<file path="src/rtl/hz_pkg.sv">
package hz_pkg;
  // Per-producer comparison result against the two decode sources.
  typedef struct packed {
    logic rs2;
    logic rs1;
  } src_hit_t;

  localparam int unsigned NUM_SRC = 2;
endpackage

</file>
<file path="src/rtl/hz_match.sv">
module hz_match
  import hz_pkg::*;
#(
  parameter int unsigned REG_IDX_W = 5
) (
  input  logic [REG_IDX_W-1:0] prod_rd,
  input  logic                 prod_wr,
  input  logic [REG_IDX_W-1:0] src_a,
  input  logic [REG_IDX_W-1:0] src_b,
  output src_hit_t             hit
);
  localparam logic [REG_IDX_W-1:0] ZERO_IDX = '0;

  logic [REG_IDX_W-1:0] srcs [NUM_SRC];
  logic [NUM_SRC-1:0]   eq;
  logic                 live;

  assign srcs[0] = src_a;
  assign srcs[1] = src_b;

  // A producer only matters if it writes a real register.
  assign live = prod_wr && (prod_rd != ZERO_IDX);

  for (genvar i = 0; i < NUM_SRC; i++) begin : g_cmp
    assign eq[i] = live && (prod_rd == srcs[i]);
  end

  assign hit.rs1 = eq[0];
  assign hit.rs2 = eq[1];
endmodule

</file>
<file path="src/rtl/hz_detect.sv">
module hz_detect
  import hz_pkg::*;
(
  input  src_hit_t ex_hit,
  input  src_hit_t mem_hit,
  input  logic     ex_is_load,
  input  logic     mem_is_load,
  input  logic     rs2_used,
  input  logic     is_store,
  input  logic     is_branch,
  output logic     stall
);
  logic rs2_needs_now;
  logic load_use;
  logic br_wait_ex;
  logic br_wait_mem;

  always_comb begin
    // Store data can be taken from the load result later; only addresses wait.
    rs2_needs_now = rs2_used && !is_store;
    load_use      = ex_is_load && (ex_hit.rs1 || (ex_hit.rs2 && rs2_needs_now));
    br_wait_ex    = is_branch && (ex_hit.rs1 || ex_hit.rs2);
    br_wait_mem   = is_branch && mem_is_load && (mem_hit.rs1 || mem_hit.rs2);
    stall         = load_use || br_wait_ex || br_wait_mem;
  end
endmodule

</file>
<file path="src/rtl/hz_flow.sv">
module hz_flow (
  input  logic stall,
  input  logic is_branch,
  input  logic br_taken,
  output logic pc_write_en,
  output logic ifid_write_en,
  output logic idex_bubble,
  output logic ifid_flush
);
  always_comb begin
    pc_write_en   = !stall;
    ifid_write_en = !stall;
    idex_bubble   = stall;
    // A stalled branch has no valid outcome yet.
    ifid_flush    = is_branch && br_taken && !stall;
  end
endmodule

</file>
<file path="src/rtl/hz_stall_ctrl.sv">
module hz_stall_ctrl
  import hz_pkg::*;
#(
  parameter int unsigned REG_IDX_W = 5
) (
  input  logic [REG_IDX_W-1:0] id_rs1,
  input  logic [REG_IDX_W-1:0] id_rs2,
  input  logic                 id_rs2_used,
  input  logic                 id_is_store,
  input  logic                 id_is_branch,
  input  logic                 id_br_taken,
  input  logic [REG_IDX_W-1:0] ex_rd,
  input  logic                 ex_reg_write,
  input  logic                 ex_mem_read,
  input  logic [REG_IDX_W-1:0] mem_rd,
  input  logic                 mem_reg_write,
  input  logic                 mem_mem_read,
  output logic                 pc_write_en,
  output logic                 ifid_write_en,
  output logic                 idex_bubble,
  output logic                 ifid_flush
);
  src_hit_t ex_hit;
  src_hit_t mem_hit;
  logic     stall;

  hz_match #(.REG_IDX_W(REG_IDX_W)) u_ex_match (
    .prod_rd (ex_rd),
    .prod_wr (ex_reg_write),
    .src_a   (id_rs1),
    .src_b   (id_rs2),
    .hit     (ex_hit)
  );

  hz_match #(.REG_IDX_W(REG_IDX_W)) u_mem_match (
    .prod_rd (mem_rd),
    .prod_wr (mem_reg_write),
    .src_a   (id_rs1),
    .src_b   (id_rs2),
    .hit     (mem_hit)
  );

  hz_detect u_detect (
    .ex_hit      (ex_hit),
    .mem_hit     (mem_hit),
    .ex_is_load  (ex_mem_read),
    .mem_is_load (mem_mem_read),
    .rs2_used    (id_rs2_used),
    .is_store    (id_is_store),
    .is_branch   (id_is_branch),
    .stall       (stall)
  );

  hz_flow u_flow (
    .stall         (stall),
    .is_branch     (id_is_branch),
    .br_taken      (id_br_taken),
    .pc_write_en   (pc_write_en),
    .ifid_write_en (ifid_write_en),
    .idex_bubble   (idex_bubble),
    .ifid_flush    (ifid_flush)
  );
endmodule

</file>
<file path="config.mk">
export PLATFORM = sky130hd
export DESIGN_NAME = hz_stall_ctrl
export DESIGN_NICKNAME = d
export VERILOG_FILES = /design/src/rtl/hz_pkg.sv /design/src/rtl/hz_match.sv /design/src/rtl/hz_detect.sv /design/src/rtl/hz_flow.sv /design/src/rtl/hz_stall_ctrl.sv
export SDC_FILE = /design/constraint.sdc
export NUM_CORES = 1
export LEC_CHECK = 0
export BUFFER_PORTS_ARGS = -buffer_cell sky130_fd_sc_hd__buf_2
export CAP_MARGIN = 30
export CORE_AREA = 4 4 41 43
export DETAILED_ROUTE_END_ITERATION = 8
export DIE_AREA = 0 0 45 47
export PLACE_DENSITY = 0.55
export SYNTH_ARGS = -nofsm -noshare
export SYNTH_HDL_FRONTEND = slang
export SYNTH_SLANG_ARGS = --single-unit
export TNS_END_PERCENT = 20
</file>
<file path="constraint.sdc">
create_clock -name vclk -period 2.3
set_input_delay 0.46 -clock vclk [all_inputs]
set_output_delay 0.46 -clock vclk [all_outputs]
set_load 0.02 [all_outputs]
</file>
# Word level (Yosys, flattened, before mapping)
# Cells that the tools add are included.
[totals] inputBits=28 register_bits=0 output_inout_bits=4
[classes] eq_ne=4 reduce_logical=23
[ops] cell="$eq 5x5->1" n=4
[ops] cell="$logic_and 1x1->1" n=14
[ops] cell="$reduce_bool 5->1" n=2
[ops] cell="$logic_or 1x1->1" n=5
[ops] cell="$logic_not 1->1" n=2

# Depth between registers and ports, before layout
# Gate-level depths: netlist of the first run.
[logic_depth] depth_word=10 ltp_mapped=5 mapped_depth_nobuf=4

# Cells and area by module
# From an unflattened synthesis of the first run, not the netlist that was laid out.
[hier_totals] hier_cells=42 hier_area_um2=315.3
[modules_own_cells] module="hz_match" seq_area_each_um2=0.0 instances=2 cells_each=16 area_each_um2=123.9
[modules_own_cells] module="hz_detect" seq_area_each_um2=0.0 instances=1 cells_each=6 area_each_um2=40.0
[modules_own_cells] module="hz_flow" seq_area_each_um2=0.0 instances=1 cells_each=4 area_each_um2=27.5

# Least setup slack after synthesis of the first run
# No wires, ideal clock.
[synth_path] kind="input-to-output" start="input id_rs2_used" end="output pc_write_en" required_time_ps=1840 slack_ps=331 path_stages=5 arrival_ps=1509 path_cell_list="nor2b_1 -> o21ai_1 -> o22ai_2 -> a22oi_1 -> buf_4"
[synth_via] elab_chain_cells=7
[synth_rtl] item="start, declared" line="hz_stall_ctrl.sv:8" text="input logic id_rs2_used,"
[synth_rtl] item="$logic_and 1x1->1" line="hz_detect.sv:20" text="rs2_needs_now = rs2_used && !is_store;"
[synth_rtl] item="$logic_and 1x1->1" line="hz_detect.sv:21" text="load_use = ex_is_load && (ex_hit.rs1 || (ex_hit.rs2 && rs2_needs_now));"
[synth_rtl] item="$logic_or 1x1->1" line="hz_detect.sv:21"
[synth_rtl] item="$logic_and 1x1->1" line="hz_detect.sv:21"
[synth_rtl] item="$logic_or 1x1->1 (2 in series)" line="hz_detect.sv:24" text="stall = load_use || br_wait_ex || br_wait_mem;"
[synth_rtl] item="$logic_not 1->1"
[synth_rtl] item="end, declared" line="hz_stall_ctrl.sv:18" text="output logic pc_write_en,"
# No other way between the ends.

# Worst setup path in the final report of the first run
[layout_path] start="input id_rs1[4]" end="output idex_bubble"
[layout_via] elab_chain_cells=6
[layout_rtl] item="start, declared" line="hz_stall_ctrl.sv:6" text="input logic [REG_IDX_W-1:0] id_rs1,"
[layout_rtl] item="$eq 5x5->1" line="hz_match.sv:25" text="assign eq[i] = live && (prod_rd == srcs[i]);"
[layout_rtl] item="$logic_and 1x1->1" line="hz_match.sv:25"
[layout_rtl] item="$logic_or 1x1->1 (on tied branches)" line="hz_detect.sv:21, hz_detect.sv:22"
[layout_rtl] item="$logic_and 1x1->1 (on tied branches)" line="hz_detect.sv:21, hz_detect.sv:22"
[layout_rtl] item="$logic_or 1x1->1" line="hz_detect.sv:24"
[layout_rtl] item="$logic_or 1x1->1 (*)" line="hz_detect.sv:24"
[layout_rtl] item="end, declared" line="hz_stall_ctrl.sv:20" text="output logic idex_bubble,"
# Mark *: on every way between the ends. The rest lies on a longest branch, timed or not.

==> key figures, run 1 <==
Status
  • Status: finished, final reports clean

Global routing
  • Aggregate global routing overflow: 0
  • Vias in the first global route: 425
  • Total track usage: 0.101
  • Pin count of the biggest net entering global routing: 5
  • Initial antenna violation count: 0
  • First-pass GRT wire length: 1680 µm

Routing
  • Wirelength per Cell: 11.2 µm
  • Drt first pass iters: 3
  • DRC viols: 0
  • DRT antenna net count: 0
  • Vias/cell: 4.61
  • Via count: 415
  • WL final: 1010 µm
  • Initial DRC count: 4

Logic synthesis
  • Post-synth top area cell: xnor2_1
  • Unique masters post-synth: 16
  • Post-Syn Nets: 72
  • Register area share after synthesis: 0
  • Area share of the largest cell type after synthesis: 0.549
  • Mean Syn Cell Area: 7.25 µm²
  • Mapped Area: 319 µm²
  • Yosys synthesis warning count: 0
  • Mapped Cells: 44
  • Synth area leaders: xnor2_1, nand3_1, a221oi_2

Timing
  • Least-Margin Pin Slew: 292 ps
  • Max-Slew Margin vs Limit: 0.805
  • Final period util: 0.830
  • Setup TNS: 0 ps
  • Final min period: 1910 ps
  • RSZ-0062 raised after global routing: no
  • Pins over their slew limit: 0
  • Final setup fails: 0
  • Peak Freq: 524 MHz
  • Hold Fails Final Rpt: 0

Worst setup path
  • Max stage delay on crit path: 290 ps
  • CP dominant cell by count: buf_2
  • Slowest stage cell, crit path: o22ai_1
  • Crit path DAT: 1450 ps
  • CP startpoint kind: primary input
  • Crit path max-delay family: compound AO/OA/AOI/OAI gates
  • Critical path data required time: 1840 ps
  • Max Fanout on Critical Path: 3
  • WP buf/inv: 2
  • Crit end category: output port
  • Worst setup path class: in2out
  • Crit path cell chain: buf_2 > xnor2_1 > nand3_1 > o22ai_1 > a22o_2 > buf_2

Cells and area
  • Seq cells: 0
  • Fin cells: 90
  • Area growth syn-to-layout: 53.7%
  • # clk buffers: 0
  • Final #Nets: 105
  • Layout cells sized above 1: 0.467
  • Antenna cells: 0
  • Fin area: 490 µm²
  • Commonest non-fill, non-tap cell in the layout: buf_2
  • Register area: 0 µm²
  • Most frequent cells in the layout: buf_2, xnor2_1, nand3_1, nand2_1

Placement
  • Placed cells: 90
  • IO buf count: 32
  • Placed Area: 490 µm²
  • RePlAce Congestion: 0.761
  • DP HPWL: 952 µm

Floorplan
  • IO Count: 32
  • Die Ht: 47 µm
  • Initial core utilization: 0.245
  • Core area: 1300 µm²
  • Standard-cell rows: 13
  • Die Footprint: 2120 µm²
  • Die Wd: 45 µm

Clock network
  • Postcts setup bufs: 0
  • Post-CTS sizing: 0
  • # hold bufs at CTS: 0

Pwr
  • Worst VDD drop: 0.0000709 V
  • Leakage power: 0.208 nW
  • Power per cell area: 196 nW/µm²

Worst hold path
  • Worst hold path class: in2out

Flow run
  • Max Cap Viol: 0
-- where the power goes --
group	internal (mW)	total (mW)	switching [mW]
Combinational	0.0504	0.0961	0.0457
Sequential	0	0	0
Clock	0	0	0
-- logic make-up (layout without fill, tap and decap cells) --
logic type,count (synthesis),count (layout),share of synthesized area
AOI/OAI and AO/OA,9,9,0.224
xor gates and xnor gates,20,20,0.549
buffers and inverters,1,32,0.0235
and+or+nand+nor,14,14,0.204
-- path summary, 6_finish.rpt --
kind / from / endpoint / slack [ps] / cells past startpoint
worst min-delay path: id_br_taken / ifid_flush / 1260 / 4
worst max-delay path: id_rs1[4] / idex_bubble / 390 / 6
-- synth_stat cells, drive strengths merged --
library cell,n
nor2,2
o21ai,2
o22ai,2
nand3,4
a22o,1
nand4,1
xnor2,20
nor2b,1
a21oi,2
buf,1
nand2,4
a221oi,1
a22oi,1
nor3,2
-- cell type report --
class	count	area, µm²
Fill cell	160	811
Multi-Input combinational cell	43	312
Timing Repair Buffer	32	160
Tap cell	15	18.8
-- per-layer routing --
layer | global-route usage | share of wire
met5 | 0 | 0
met4 | 0 | 0
met3 | 0 | 0.077
met2 | 0.178 | 0.47
met1 | 0.146 | 0.45
-- metrics by stage --
stage	utilization	power, mW	setup slack (ps)	hold slack (ps)
2_1_floorplan	-	0.0526	331	1030
4_1_cts	0.377	0.0969	383	1260
3_5_place_dp	0.377	0.0966	383	1260
5_1_grt	0.377	0.107	282	1290
6_report	0.377	0.0961	390	1260
3_3_place_gp	0.377	0.0960	409	1270
Note: power is estimated with default switching activity, not from simulation.
==> run 2, diff against run 1 <==
==> constraint.sdc (replaced) <==
create_clock -name vclk -period 1.8
set_input_delay 0.36 -clock vclk [all_inputs]
set_output_delay 0.36 -clock vclk [all_outputs]
set_load 0.02 [all_outputs]
==> run 2 against run 1 <==
Against the previous run:
- setup slack worse by 300 ps
- final cell count stayed put
- combinational power rose by 30%
- sequential share of layout area is the same
- via count is 0.72% higher
- non-clock buffer count unchanged
- flip-flop and latch count unchanged
- critical endpoint unchanged
- largest cell class unchanged
- largest power group unchanged
==> key figures, run 2 (same netlist as run 1, synthesis figures left out) <==
Routing
  • Vias/cell: 4.64 (+0.72%)
  • WL final: 1010 µm (+0.30%)
  • Initial DRC count: 5 (+1)
  • Wirelength per Cell: 11.2 µm (+0.30%)
  • Drt first pass iters: 3 (unchanged)
  • Via count: 418 (+0.72%)
  • DRT antenna net count: 0 (unchanged)
  • DRC viols: 0 (unchanged)

Global routing
  • Aggregate global routing overflow: 0 (unchanged)
  • First-pass GRT wire length: 1680 µm (unchanged)
  • Vias in the first global route: 425 (unchanged)
  • Initial antenna violation count: 0 (unchanged)
  • Pin count of the biggest net entering global routing: 5 (unchanged)
  • Total track usage: 0.101 (unchanged)

Cells and area
  • Commonest non-fill, non-tap cell in the layout: buf_2
  • Seq cells: 0 (unchanged)
  • Layout cells sized above 1: 0.480 (+0.0133)
  • Area growth syn-to-layout: 55.7%
  • Most frequent cells in the layout: buf_2, xnor2_1, nand3_1, nand2_1
  • Fillers: 159 (-0.63%)
  • Final #Nets: 105 (unchanged)
  • Antenna cells: 0 (unchanged)
  • Register area: 0 µm² (unchanged)
  • # clk buffers: 0 (unchanged)

Worst setup path
  • Max Fanout on Critical Path: 3 (unchanged)
  • Critical path data required time: 1440 ps (-400 ps)
  • Crit end category: output port
  • CP startpoint: ex_rd[3]
  • Worst setup path class: in2out
  • CP startpoint kind: primary input
  • Crit path DAT: 1350 ps (-100 ps)

Timing
  • Setup TNS: 0 ps (unchanged)
  • Final period util: 0.947
  • Least-Margin Pin Slew: 291 ps (-1.47 ps)
  • Hold Fails Final Rpt: 0 (unchanged)
  • Pins over their slew limit: 0 (unchanged)
  • Max-Slew Margin vs Limit: 0.806 (+0.000980)
  • Final setup fails: 0 (unchanged)
  • Final min period: 1710 ps
  • Peak Freq: 586 MHz
  • Hold slack: 1060 ps (-200 ps)
  • RSZ-0062 raised after global routing: no

Floorplan
  • IO Count: 32 (unchanged)
  • Die Footprint: 2120 µm² (unchanged)
  • Initial core utilization: 0.245 (unchanged)
  • Standard-cell rows: 13 (unchanged)
  • Die Wd: 45 µm (unchanged)
  • Core area: 1300 µm² (unchanged)
  • Die Ht: 47 µm (unchanged)

Pwr
  • Power per cell area: 252 nW/µm² (+29%)
  • Leakage power: 0.209 nW (+0.42%)
  • Worst VDD drop: 0.0000918 V (+30%)

Flow run
  • Max Cap Viol: 0 (unchanged)

Placement
  • RePlAce Congestion: 0.761 (unchanged)
  • IO buf count: 32 (unchanged)
  • DP HPWL: 952 µm (unchanged)

Clock network
  • # hold bufs at CTS: 0 (unchanged)

Status
  • Status: finished, final reports clean

Worst hold path
  • Hold wc startpoint: id_br_taken
  • Worst hold path class: in2out
-- run 2: cell count changes in the layout (fill, tap and decap cells not counted) --
cell and delta:
o22ai_1 -1, o22ai_2 +1
-- run 2: stage by stage --
stage | setup WS (ps) | std cells | power, mW | instance area [µm²] | util
detailed placement | 83.2 | 90 | 0.123 | 490 | 0.377
CTS | 82.8 | 90 | 0.124 | 490 | 0.377
global placement | 109 | 90 | 0.123 | 490 | 0.377
global route | 12.5 | 90 | 0.140 | 497 | 0.382
floorplan | 30.6 | 44 | 0.0673 | 319 | -
finish | 94.7 | 90 | 0.125 | 497 | 0.382
-- run 2: timing repair --
item / 4_1_cts / 5_1_grt
setup buffers: 0 / 0
gates resized for setup: 0 / 1
endpoints found under the hold margin: 0 / 0
setup endpoints to repair: 0 / 3
-- run 2: path summary, 6_finish.rpt --
kind	endpoint	slack [ps]	cells after the start
worst max-delay path	idex_bubble	90	6
worst min-delay path	ifid_flush	1060	4
-- run 2: worst max-delay path, stage by stage --
cell and delay [ps]:
buf_2 120, xnor2_1 170, nand4_1 150, o22ai_2 220, a22o_2 170, buf_2 150
-- run 2: routing by layer --
layer | GRT usage | vias up | share of wire
li1 | - | 217 | -
met1 | 0.146 | 185 | 0.45
met2 | 0.178 | 16 | 0.47
met3 | 0 | 0 | 0.076
met4 | 0 | 0 | 0
met5 | 0 | - | 0
-- run 2: where the power goes --
group | switching, mW | internal, mW | total [mW]
Clock | 0 | 0 | 0
Combinational | 0.0599 | 0.0652 | 0.125
Sequential | 0 | 0 | 0
-- run 2: layout make-up --
class / instances / area (µm²) / share of cell area
Tap cell: 15 / 18.8 / 0.0378
Multi-Input combinational cell: 43 / 318 / 0.640
Timing Repair Buffer: 32 / 160 / 0.322
